<file path="src/rtl/quad_pos_counter.sv">
module quad_pos_counter #(
  parameter int CNT_W = 32
) (
  input  logic             clk,
  input  logic             rst_n,
  input  logic             phase_a,
  input  logic             phase_b,
  input  logic             index_in,
  input  logic             reg_wr,
  input  logic [1:0]       reg_addr,
  input  logic [31:0]      reg_wdata,
  output logic [31:0]      reg_rdata,
  output logic [CNT_W-1:0] pos_count,
  output logic [CNT_W-1:0] idx_count,
  output logic             dir_out
);
  localparam logic [CNT_W-1:0] ONE = CNT_W'(1);

  logic [1:0] a_sy, b_sy, i_sy;
  logic       a_d, b_d, i_d;
  logic       ctl_pos, ctl_arm, ctl_idx;
  logic [3:0] cfg;
  logic       dir_q;
  logic [CNT_W-1:0] pos_q, idx_q;

  always_ff @(posedge clk or negedge rst_n)
    if (!rst_n) begin
      a_sy <= '0; b_sy <= '0; i_sy <= '0;
      a_d  <= 1'b0; b_d <= 1'b0; i_d <= 1'b0;
    end else begin
      a_sy <= {a_sy[0], phase_a};
      b_sy <= {b_sy[0], phase_b};
      i_sy <= {i_sy[0], index_in};
      a_d  <= a_sy[1];
      b_d  <= b_sy[1];
      i_d  <= i_sy[1];
    end

  wire a_s = a_sy[1];
  wire b_s = b_sy[1];
  wire a_edge = a_s ^ a_d;
  wire b_edge = b_s ^ b_d;

  wire cfg_dinv = cfg[0];
  wire cfg_step = cfg[1];
  wire cfg_x4   = cfg[2];
  wire cfg_iinv = cfg[3];

  wire idx_rise = (i_sy[1] ^ cfg_iinv) & ~(i_d ^ cfg_iinv);

  wire q_a_cnt = a_edge & ~b_edge;
  wire q_b_cnt = b_edge & ~a_edge & cfg_x4;
  wire q_fwd   = q_a_cnt ? (b_s != a_s) : (a_s == b_s);
  wire s_cnt   = b_edge & b_s;

  wire cnt_en  = cfg_step ? s_cnt : (q_a_cnt | q_b_cnt);
  wire cnt_fwd = cfg_step ? a_s   : q_fwd;

  wire wr_ctl = reg_wr && reg_addr == 2'd0;
  wire wr_cfg = reg_wr && reg_addr == 2'd2;

  always_ff @(posedge clk or negedge rst_n)
    if (!rst_n) begin
      ctl_pos <= 1'b0; ctl_arm <= 1'b0; ctl_idx <= 1'b0;
      cfg     <= '0;
    end else begin
      if (wr_ctl) begin
        ctl_pos <= reg_wdata[0];
        ctl_arm <= reg_wdata[1];
        ctl_idx <= reg_wdata[3];
      end else begin
        ctl_pos <= 1'b0;
        ctl_idx <= 1'b0;
        if (idx_rise) ctl_arm <= 1'b0;
      end
      if (wr_cfg) cfg <= reg_wdata[3:0];
    end

  always_ff @(posedge clk or negedge rst_n)
    if (!rst_n) begin
      pos_q <= '0;
      idx_q <= '0;
      dir_q <= 1'b0;
    end else begin
      if (ctl_pos || (ctl_arm && idx_rise)) pos_q <= '0;
      else if (cnt_en) pos_q <= cnt_fwd ? pos_q + ONE : pos_q - ONE;
      if (ctl_idx) idx_q <= '0;
      else if (idx_rise) idx_q <= idx_q + ONE;
      if (cnt_en) dir_q <= cnt_fwd;
    end

  assign pos_count = pos_q;
  assign idx_count = idx_q;
  assign dir_out   = dir_q ^ cfg_dinv;

  always_comb
    case (reg_addr)
      2'd0:    reg_rdata = {28'd0, ctl_idx, 1'b0, ctl_arm, ctl_pos};
      2'd1:    reg_rdata = {31'd0, dir_out};
      2'd2:    reg_rdata = {28'd0, cfg};
      default: reg_rdata = '0;
    endcase

  logic unused_wd;
  assign unused_wd = ^{reg_wdata[31:4], reg_wdata[2]};

  a_r3_clear_now: assert property (@(posedge clk) disable iff (!rst_n)
    ctl_pos |=> pos_q == '0);

  a_r3_self_clear: assert property (@(posedge clk) disable iff (!rst_n)
    (ctl_pos && !wr_ctl) |=> !ctl_pos);

  a_r4_index_clear: assert property (@(posedge clk) disable iff (!rst_n)
    (ctl_arm && idx_rise) |=> (pos_q == '0));

  a_r5_idx_self_clear: assert property (@(posedge clk) disable iff (!rst_n)
    (ctl_idx && !wr_ctl) |=> (idx_q == '0 && !ctl_idx));

  a_r12_unit_step: assert property (@(posedge clk) disable iff (!rst_n)
    1'b1 |=> (pos_q == $past(pos_q) || pos_q == $past(pos_q) + ONE ||
              pos_q == $past(pos_q) - ONE || pos_q == '0));

  a_r10_idx_step: assert property (@(posedge clk) disable iff (!rst_n)
    1'b1 |=> (idx_q == $past(idx_q) || idx_q == $past(idx_q) + ONE || idx_q == '0));

  a_r8_fall_ignored: assert property (@(posedge clk) disable iff (!rst_n)
    (cfg_step && !b_edge && !ctl_pos && !ctl_arm) |=> $stable(pos_q));
endmodule

</file>
<file path="config.mk">
export PLATFORM = sky130hd
export DESIGN_NAME = quad_pos_counter
export DESIGN_NICKNAME = d
export VERILOG_FILES = /design/src/rtl/quad_pos_counter.sv
export SDC_FILE = /design/constraint.sdc
export NUM_CORES = 1
export LEC_CHECK = 0
export BUFFER_PORTS_ARGS = -buffer_cell sky130_fd_sc_hd__buf_2
export CAP_MARGIN = 20
export CORE_UTILIZATION = 54
export DETAILED_ROUTE_END_ITERATION = 10
export PLACE_DENSITY = 0.93
export RECOVER_POWER = 25
export REMOVE_ABC_BUFFERS = 1
export SLEW_MARGIN = 20
export SYNTH_ARGS = -nofsm -noshare
export SYNTH_HDL_FRONTEND = slang
export SYNTH_SLANG_ARGS = --single-unit
</file>
<file path="constraint.sdc">
create_clock -name clk -period 5.1 [get_ports clk]
set_clock_uncertainty 0.15 [all_clocks]
set_input_delay 1.02 -clock clk [delete_from_list [all_inputs] [get_ports clk]]
set_output_delay 1.02 -clock clk [all_outputs]
set_load 0.03 [all_outputs]
</file>
# Word-level counts from Yosys, hierarchy flattened
# Index checks and enable logic that the tools add are counted.
[totals]
in_bits = 40
word_cells = 55
output_inout_bits = 97
regBits = 81
[op_classes]
n_eq_ne = 4
n_mux = 13
n_reduce_logical = 8
add_sub_neg = 3
n_bitwise = 14
[op_table]
columns = ["op", "n"]
rows = [
  ["$mux 32", 5],
  ["$add 32x1->32 const B", 2],
  ["$sub 32x1->32 const B", 1],
  ["$pmux 4 s3", 1],
  ["$mux 1", 7],
  ["$reduce_bool 2->1", 3],
  ["$and 1x1->1", 5],
  ["$xor 1x1->1", 5],
  ["$logic_and 1x1->1", 3],
  ["$not 1->1", 3],
  ["$eq 2x1->1 const B", 1],
  ["$eq 2x2->1 const B", 1],
  ["$logic_not 2->1", 1],
  ["$eq 1x1->1", 1],
  ["$logic_or 1x1->1", 1],
  ["$ne 1x1->1", 1],
  ["$or 1x1->1", 1],
]

# Depth between registers and ports, before layout
# Gate-level depths: netlist of run 1.
[logic_depth]
ltp_word = 8
depth_mapped = 17

# Least setup slack after synthesis of run 1
# OpenSTA, ideal clock, no wires.
[synth_path]
path_kind = "reg2reg"
start = "reg b_sy[1]"
end = "reg pos_q[24] (netlist: pos_count[24])"
path_stages_with_launch = 16
setup_time_ps = 135
slack_ps = 1376
t_arrival_ps = 3439
path_buffers = 3
path_cell_list = "dfrtp_1 > ha_1 > and2_1 > o311a_1 > nand2_1 > buf_2 > buf_4 > buf_2 > xnor2_1 > ha_1 > nor3_1 > nand3_1 > a21oi_1 > nor4bb_1 > o21ai_0 > nor3b_1"
[synth_between]
elab_chain_cells = 8
word_cells_on_any_way = 16
classes_between = "eq/ne (2); mux (6); bitwise (7); reduce/logical (1)"
[synth_rtl]
columns = ["element", "line", "text"]
rows = [
  ["start, declared", "19", "logic [1:0] a_sy, b_sy, i_sy;"],
  ["start signal, assigned", "32", "b_sy <= {b_sy[0], phase_b};"],
  ["$xor 1x1->1", "42", "wire b_edge = b_s ^ b_d;"],
  ["$not 1->1", "51", "wire q_a_cnt = a_edge & ~b_edge;"],
  ["$and 1x1->1", "51", ""],
  ["$mux 1", "53", "wire q_fwd = q_a_cnt ? (b_s != a_s) : (a_s == b_s);"],
  ["$mux 1", "57", "wire cnt_fwd = cfg_step ? a_s : q_fwd;"],
  ["$mux 32 (2 in a row)", "86", "else if (cnt_en) pos_q <= cnt_fwd ? pos_q + ONE : pos_q - ONE;"],
  ["$mux 32", "85", "if (ctl_pos || (ctl_arm && idx_rise)) pos_q <= '0;"],
  ["end signal, assigned", "86", ""],
  ["end, declared", "24", "logic [CNT_W-1:0] pos_q, idx_q;"],
]
# Parallel ways exist; a longest one is shown, timed or not. The select of a mux whose other input is x is not followed.
# A chain may end at the register's enable or synchronous reset.

# Final worst setup path of run 1
# Ends and elaborated chain as after synthesis.

==> impl_metrics.tcl, run 1 <==
set metrics [dict create \
    setup_viol_count_final 0 \
    grt_max_degree 82 \
    cts_root_buf "clkbuf_8" \
    worstPathArrival_ps 4100 \
    post-cts-setup-buffers 0 \
    yosysTopAreaCell "dfrtp_1" \
    die_h_um 101 \
    use_met1_pct 36.3 \
    die_w_um 101 \
    seqPwrFrac_pct 36.5 \
    irDropWorstVdd_mv 0.243 \
    slew_viol_final 82 \
    drtIter0Drc 496 \
    first_global_vias 4372 \
    cts_hold_buffers 0 \
    io_pins 137 \
    crit_required_ps 5160 \
    yosysSeqAreaShare_pct 38.4 \
    synth_cells 609 \
    grt_use_total_pct 26.6 \
    clock_latency_ps 370 \
    wirelength_um 13100 \
    htreeDepth 3 \
    synth.area.top_cells "dfrtp_1 38%, xor2_1 4.8%, buf_4 4.6%" \
    cts_buffers 9 \
    netlist_area_um2 5280 \
    internal_power_w 0.00139 \
    fin_crit_sh_pct 79.2 \
    max_clock_freq_mhz 248 \
    utilization_pct 61.7 \
    drt_pass1_iterations 9 \
    antenna_found_initial 0 \
    std_cell_rows 35 \
    run_status "finished with violations" \
    cp_slowest_cell "o311a_1" \
    cts_tree "built" \
    relSlewSlack_pct -33.5 \
    stdcell_count 803 \
    initial_core_util_pct 56.3 \
    hold_class "flip-flop to flip-flop" \
    critPathCaptureType "flip-flop" \
    p_sw_w 0.00138 \
    slowest_delay_ps 470 \
    clock-sinks 81 \
    fill_cells 806 \
    synth_edf_count 0 \
    overflow 0 \
    tightest_slew_ps 2000 \
    path_delay_family "simple AND/OR/NAND/NOR gates" \
    dp_cells 787 \
    yosysUniqueCellTypes 67 \
    synthFlopType "dfrtp_1" \
    cp_num_buf_inv 1 \
    fp.coreArea_um2 9370 \
    drive_above_1_share_pct 18.4 \
    fin_nets 713 \
    ant_nets 0 \
    dieArea_um2 10200 \
    synth-seq-cells 81 \
    clock_path_buffers 2 \
    p_leak_nw 2.65 \
    io_buffers 80 \
    postSynthAreaPerCell_um2 8.66 \
    critPathKind "flip-flop to flip-flop" \
    grtUsageMet3_pct 5.69 \
    cp_common_cell "ha_1" \
    synthToLayoutAreaGrowth_pct 9.58 \
    multi_input_area_um2 2940 \
    rsz0062_at_grt "no" \
    ff_latch_area_um2 2030 \
    hpwl_um 9070 \
    async_flop_share_pct 100 \
    cp_cell_sequence "ha_1 -> and2_1 -> o311a_1 -> nand2_1 -> xnor2_1 -> ha_1 -> nor3_1 -> buf_4 -> nand3_1 -> a21oi_1 -> nor4bb_1 -> o21ai_0 -> nor3b_1" \
    drc 0 \
    setup_tns_ps 0 \
    fin_crit_ps 4040 \
    met2_usage_pct 41.9 \
    path_clk_slew_ps 90 \
    cp-start-kind "flip-flop" \
    place_congestion 0.941 \
    wl_per_cell_um 16.3 \
    n_antenna_cell 0 \
    drv_cap 1 \
    grt_pass1_wl_um 21300 \
    hold_viol 0 \
    yosysTopAreaCellShare_pct 38.4 \
    critPathMaxFanout 15 \
    ys_warn_count 0 \
    finalPower_w 0.00276 \
    grt_most_used_layer "met2" \
    p_clk_share_pct 16.7 \
    post_cts_resized 0 \
    switching_share_pct 49.8 \
    pwr-share-comb_pct 46.8 \
    p_per_area_nw_per_um2 478 \
    vias_per_cell 6.03 \
    vias 4842 \
    violations "capacitance limit, slew limit" \
]
per-stage QoR:
step                worst slack, ps  hold slack (ps)  instance area, um^2
detailed placement             1120              187                 5590
floorplan                       833              181                 5010
global placement               1250              183                 5590
finish                         1060              207                 5780
CTS                            1070              209                 5780
global route                    728              217                 5780
layout make-up:
class	count	area share, %
multi-input combinational	482	50.8
sequential	81	35.1
timing repair buffer	83	7.32
tap	129	2.79
clock buffer	9	2.14
clock inverter	7	1.06
inverter	12	0.779
synthesized netlist by cell type, types with 3 or more instances:
| cell | instances |
|---|---|
| buf_1 | 3 |
| xnor2_1 | 18 |
| a211oi_1 | 5 |
| o21ai_0 | 26 |
| nor4_1 | 16 |
| or3_1 | 12 |
| mux2i_1 | 14 |
| buf_4 | 32 |
| and2_1 | 6 |
| buf_2 | 5 |
| inv_1 | 11 |
| nand2_1 | 41 |
| nand3b_1 | 3 |
| dfrtp_1 | 81 |
| nor2b_1 | 4 |
| clkbuf_1 | 19 |
| xor2_1 | 29 |
| nor3b_1 | 6 |
| nand3_1 | 37 |
| and3_1 | 10 |
| a31oi_1 | 3 |
| nand4b_1 | 3 |
| nor3_1 | 29 |
| or2_2 | 3 |
| nor2_1 | 63 |
| mux2_2 | 6 |
| ha_1 | 4 |
| o211ai_1 | 4 |
| o21a_1 | 4 |
| a21oi_1 | 28 |
| nor4b_1 | 3 |
| o311ai_0 | 3 |
| or4_1 | 7 |
| and4_1 | 7 |
| nand4_1 | 22 |
cells by family (layout without fill, tap and decap cells):
family	Yosys count	in the layout	share of synthesized area [%]
xor+xnor	47	47	7.80
simple gates	288	288	29.4
mux	20	20	3.94
buf+inv	73	111	7.87
fa+ha+maj	4	4	0.949
compound gates	95	95	11.5
other cells	1	28	0.0711
flops	81	81	38.4
worst register-to-register path: stages (launching register included):
cell      delay (ps)
dfrtp_1          430
ha_1             380
and2_1           200
o311a_1          470
nand2_1          420
xnor2_1          130
ha_1             340
nor3_1           220
buf_4            170
nand3_1          120
a21oi_1          190
nor4bb_1         370
o21ai_0          140
nor3b_1          150
per-layer routing:
metal / vias to the layer above / wire length, um
met5: - / 0
met2: 242 / 6210
met1: 2290 / 5630
li1: 2283 / -
met3: 27 / 1010
met4: 0 / 261
state kept, by name (all words and copies together), names as in the netlist:
| name | flops |
|---|---|
| a_d | 1 |
| a_sy | 2 |
| b_d | 1 |
| b_sy | 2 |
| cfg | 4 |
| ctl_arm | 1 |
| ctl_idx | 1 |
| ctl_pos | 1 |
| dir_q | 1 |
| i_d | 1 |
| i_sy | 2 |
| idx_count | 32 |
| pos_count | 32 |
final timing paths:
check,from,endpoint,slack (ps),cells past startpoint
max,b_sy[1]$_DFF_PN0_,pos_count[24]$_DFFE_PN0P_,1060,13
min,a_sy[0]$_DFF_PN0_,a_sy[1]$_DFF_PN0_,210,0
max reg2reg,b_sy[1]$_DFF_PN0_,pos_count[24]$_DFFE_PN0P_,1060,13
min reg2reg,a_sy[0]$_DFF_PN0_,a_sy[1]$_DFF_PN0_,210,0
max in group asynchronous,rst_n,i_d$_DFF_PN0_,2550,1
min in group asynchronous,rst_n,pos_count[12]$_DFFE_PN0P_,1050,1
power by group through the flow:
stage,sequential (W),clock (W),combinational [W]
after floorplan,0.00116,0,0.000731
after global placement,0.000999,0,0.00124
after detailed placement,0.00101,0,0.00126
after CTS,0.00100,0.000471,0.00127
after global routing,0.00103,0.000494,0.00140
final,0.00101,0.000463,0.00129
layout by cell type (no fill, tap or decap), drive strengths merged, types with 3 or more instances in the layout:
cell and count:
dfrtp 81, nor2b 4, xor2 29, o21a 4
buf 82, mux2 6, a21oi 28, nand3b 3
or3 15, nand2 42, nand4b 3, ha 4
o21ai 28, and4 9, inv 16, a211oi 5
nor2 63, or2 4, nand3 37, conb 28
nor4 16, and2 6, nand4 22, nor3b 6
xnor2 18, a31oi 3, nor4b 3, nor3 29
o211ai 5, clkbuf 10, or4 10, o311ai 3
mux2i 14, and3 10
Note: power is estimated with default switching activity, not from simulation.
==> run 2: changes to the inputs <==
Settings changed: CORE_UTILIZATION 54 to 49, PLACE_DENSITY 0.93 to 0.9.
Clock period 5.1 ns to 3.61 ns, I/O delays scaled along.
==> impl_metrics.tcl, run 2 (synthesis results as in run 1) <==
set metrics [dict create \
    p_per_area_nw_per_um2 686 \
    cts_hold_buffers 0 \
    io_buffers 80 \
    clock_path_buffers 2 \
    wirelength_um 13800 \
    overflow 0 \
    violations "capacitance limit, slew limit" \
    fin_crit_ps 3400 \
    ff_latch_area_um2 2030 \
    htreeDepth 3 \
    vias_per_cell 6.06 \
    clock-sinks 81 \
    multi_input_area_um2 2950 \
    fp.coreArea_um2 10400 \
    rsz0062_at_grt "yes" \
    die_h_um 106 \
    grt_pass1_wl_um 22700 \
    slew_viol_final 82 \
    synthToLayoutAreaGrowth_pct 11.9 \
    drive_above_1_share_pct 19.9 \
    p_leak_nw 2.72 \
    irDropWorstVdd_mv 0.321 \
    relSlewSlack_pct -37.6 \
    die_w_um 106 \
    grt_max_degree 82 \
    hold_class "flip-flop to flip-flop" \
    cp_slowest_cell "dfrtp_1" \
    tightest_slew_ps 2060 \
    cp-start-kind "flip-flop" \
    first_global_vias 4673 \
    io_pins 137 \
    initial_core_util_pct 50.9 \
    path_clk_slew_ps 90 \
    finalPower_w 0.00405 \
    cts_buffers 9 \
    drc 0 \
    wl_per_cell_um 16.8 \
    drtIter0Drc 392 \
    drt_pass1_iterations 5 \
    hpwl_um 9630 \
    critPathKind "flip-flop to flip-flop" \
    fill_cells 942 \
    finalWorstSetupSlack_ps 208 \
    hold_viol 0 \
    ant_nets 0 \
    run_status "finished with violations" \
    grt_use_total_pct 25.3 \
    clock_latency_ps 380 \
    vias 4975 \
    cts_tree "built" \
    setup_viol_count_final 0 \
    place_congestion 0.919 \
    fin_crit_sh_pct 94.2 \
    antenna_found_initial 0 \
    critPathMaxFanout 8 \
    crit_required_ps 3730 \
    fin_nets 724 \
    std_cell_rows 37 \
    critPathCaptureType "flip-flop" \
    n_antenna_cell 0 \
    reg2reg_slack_ps 210 \
    dieArea_um2 11200 \
    max_clock_freq_mhz 294 \
    drv_cap 1 \
    dp_slack_ps 108 \
    mostFrequentLayoutCells "81 x dfrtp_1, 79 x buf_2, 63 x nor2_1" \
    cp_cell_sequence "ha_1 -> and2_1 -> o311a_1 -> nand2_1 -> inv_2 -> ha_1 -> nand3_1 -> o311ai_0 -> mux2_2 -> o21ai_0 -> o21a_1 -> o21a_1" \
    cts_root_buf "clkbuf_8" \
    worstPathArrival_ps 3530 \
    final_common_cell "dfrtp_1" \
    slowest_delay_ps 430 \
]
==> run 2: power by group <==
part | total, W | switching (W) | internal, W | leakage [nW]
clock | 0.000714 | 0.000382 | 0.000332 | 0.105
sequential | 0.00140 | 0.000329 | 0.00108 | 1.07
combinational | 0.00193 | 0.00126 | 0.000668 | 1.54
total | 0.00405 | 0.00198 | 0.00208 | 2.72
==> run 2: cell type report <==
| type | count | area share, % |
|---|---|---|
| timing repair buffer | 94 | 8.56 |
| multi-input combinational | 482 | 50.0 |
| clock buffer | 10 | 2.16 |
| sequential | 81 | 34.3 |
| clock inverter | 6 | 1.27 |
| inverter | 12 | 0.763 |
| tap | 136 | 2.88 |
==> run 2: worst paths after layout <==
| kind | from | endpoint | cells past startpoint |
|---|---|---|---|
| setup / recovery | b_sy[1]$_DFF_PN0_ | pos_count[30]$_DFFE_PN0P_ | 12 |
| min in group asynchronous | rst_n | pos_count[14]$_DFFE_PN0P_ | 1 |
| setup reg to reg | b_sy[1]$_DFF_PN0_ | pos_count[30]$_DFFE_PN0P_ | 12 |
| hold / removal | a_sy[0]$_DFF_PN0_ | a_sy[1]$_DFF_PN0_ | 0 |
| hold reg to reg | a_sy[0]$_DFF_PN0_ | a_sy[1]$_DFF_PN0_ | 0 |
| max in group asynchronous | rst_n | idx_count[30]$_DFFE_PN0P_ | 1 |
==> run 2: layer usage <==
layer | vias to the layer above | GRT usage [%] | routed length, um
li1 | 2306 | - | -
met1 | 2398 | 33.6 | 5870
met2 | 237 | 41.1 | 6550
met3 | 34 | 3.71 | 1000
met4 | 0 | 10.8 | 349
met5 | - | 0 | 0
==> run 2: critical path, delay by kind of cell (launching register included) <==
kind,cells,cell delay [ps]
flip-flops,1,430
adder cells (fa/ha/maj),2,800
buffers and inverters,1,70
AND/OR/NAND/NOR,3,510
AO/OA/AOI/OAI,5,1140
multiplexers,1,210
==> run 2: stage by stage <==
stage | instances | TNS, ps | util (%) | hold WS, ps | instance area [um^2]
floorplan | 575 | -2740 | - | 181 | 5010
global placement | 804 | 0 | 54.7 | 182 | 5680
detailed placement | 804 | 0 | 54.7 | 190 | 5680
CTS | 820 | 0 | 56.7 | 210 | 5880
global route | 821 | -26.7 | 56.9 | 223 | 5900
finish | 821 | 0 | 56.9 | 206 | 5900
==> run 2: what timing repair did <==
| item | 4_1_cts | 5_1_grt |
|---|---|---|
| setup endpoints to repair | 0 | 2 |
| buffers inserted | 0 | 1 |
| resized for setup | 0 | 4 |
==> run 3: changes to the inputs <==
Settings changed: CORE_UTILIZATION 49 to 50, CTS_BUF_LIST from default to sky130_fd_sc_hd__clkbuf_4 sky130_fd_sc_hd__clkbuf_8, PLACE_DENSITY 0.9 to 0.91.
==> impl_metrics.tcl, run 3 (synthesis results as in run 1) <==
set metrics [dict create \
    wl_met3_um 947 \
    rr_endpoint "pos_count[24]$_DFFE_PN0P_" \
    met2RoutedLength_um 5960 \
    vias_per_cell 5.98 \
    finalWorstSetupSlack_ps 252 \
    drv_cap 1 \
    fin_crit_ps 3360 \
    critPathMaxFanout 6 \
    worstPathArrival_ps 3440 \
    utilization_pct 57.8 \
    min_path_cells 0 \
    cp-start-kind "flip-flop" \
    drtIter0Drc 380 \
    wl_per_cell_um 15.6 \
    reg2reg_slack_ps 250 \
    tightest_slew_ps 2010 \
    grt_max_degree 82 \
    critPathCaptureType "flip-flop" \
    slew_viol_final 82 \
    fill_cells 912 \
    place_congestion 0.970 \
    std_cell_rows 37 \
    io_pins 137 \
    p_per_area_nw_per_um2 687 \
    die_w_um 105 \
    holdPathEnd "b_sy[1]$_DFF_PN0_" \
    hold_viol 0 \
    irDropWorstVdd_mv 0.304 \
    io_buffers 80 \
    setup_viol_count_final 0 \
    whs_ps 203 \
    multi_input_area_um2 2970 \
    first_global_vias 4371 \
    wirelength_um 12800 \
    n_antenna_cell 0 \
    dieArea_um2 11000 \
    overflow 0 \
    setup_tns_ps 0 \
    max_clock_freq_mhz 298 \
    antenna_found_initial 0 \
    hold_start "b_sy[0]$_DFF_PN0_" \
    clock_path_buffers 2 \
    cts_root_buf "clkbuf_8" \
    vias 4913 \
    crit_required_ps 3700 \
    final_common_cell "dfrtp_1" \
    fin_nets 724 \
    fin_crit_sh_pct 93.0 \
    htreeDepth 3 \
    relSlewSlack_pct -33.9 \
    hpwl_um 8820 \
    ff_latch_area_um2 2030 \
    drive_above_1_share_pct 20.3 \
    run_status "finished with violations" \
    dp_slack_ps 122 \
    grt_pass1_wl_um 21100 \
    top_layer "met4" \
    p_leak_nw 2.73 \
    cts_hold_buffers 0 \
    drt_pass1_iterations 7 \
    initial_core_util_pct 51.3 \
    drc 0 \
    rsz0062_at_grt "no" \
    ant_nets 0 \
    path_clk_slew_ps 80 \
    cts_tree "built" \
    fp.coreArea_um2 10300 \
    synthToLayoutAreaGrowth_pct 12.7 \
    die_h_um 105 \
    wl_met1_um 5550 \
    cts_buffers 9 \
    violations "capacitance limit, slew limit" \
    clock-sinks 81 \
    r2r_start "b_sy[1]$_DFF_PN0_" \
    critPathKind "flip-flop to flip-flop" \
    grt_use_total_pct 23.7 \
    clock_latency_ps 370 \
    r2r_cells 13 \
    mostFrequentLayoutCells "81 x dfrtp_1, 79 x buf_2, 63 x nor2_1" \
    hold_class "flip-flop to flip-flop" \
]
## run 3: changes by cell type in the layout (fill, tap and decap cells not counted), sizes merged
cell / before / now
clkbuf: 11 / 12
bufinv: 1 / 2
inv: 15 / 13
## run 3: report_power, final
part / total [W] / internal [W] / leakage, nW / switching [W]
clock network: 0.000774 / 0.000421 / 0.118 / 0.000353
registers: 0.00140 / 0.00108 / 1.07 / 0.000321
logic: 0.00192 / 0.000671 / 1.54 / 0.00124
## run 3: what timing repair did
action	in CTS	in global routing
setup buffers	0	0
resized for setup	0	8
endpoints found under the setup margin	0	3
## run 3: cell type report
type                            instances  area share (%)
Clock inverter                          5            1.45
Tap cell                              136            2.86
Timing Repair Buffer                   94            8.50
Sequential cell                        81            34.1
Inverter                               12           0.758
Clock buffer                           11            2.44
Multi-Input combinational cell        482            49.9
## run 3: metrics by stage
stage / instances / area (um^2) / total power, W
floorplan: 575 / 5010 / 0.00267
global placement: 805 / 5680 / 0.00320
detailed placement: 805 / 5680 / 0.00324
CTS: 821 / 5920 / 0.00403
global route: 821 / 5940 / 0.00433
finish: 821 / 5940 / 0.00409
## run 3: worst max-delay path, stage by stage (launching register included)
cell      delay (ps)
dfrtp_1          420
ha_1             370
and2_1           190
o311a_1          380
nand2_2          130
xnor2_1           90
ha_1             200
nor3_1           180
buf_4            170
nand3_1          130
a21oi_1          180
nor4bb_2         370
o21ai_0          130
nor3b_1          150
## run 3: how the worst max path moves through the flow
stage	from	to	slack, ps
6_report	b_sy[1]$_DFF_PN0_	pos_count[24]$_DFFE_PN0P_	250
5_1_grt	b_sy[1]$_DFF_PN0_	pos_count[24]$_DFFE_PN0P_	10
4_1_cts	b_sy[1]$_DFF_PN0_	pos_count[31]$_DFFE_PN0P_	110
3_5_place_dp	b_sy[1]$_DFF_PN0_	pos_count[31]$_DFFE_PN0P_	120
3_3_place_gp	b_sy[1]$_DFF_PN0_	pos_count[31]$_DFFE_PN0P_	210
2_1_floorplan	b_sy[1]$_DFF_PN0_	pos_count[31]$_DFFE_PN0P_	-660
## run 3: layer usage
metal	GRT usage [%]	vias up
met5	0	-
met4	10.3	0
met3	4.74	38
li1	-	2295
met1	32.7	2369
met2	36.0	211
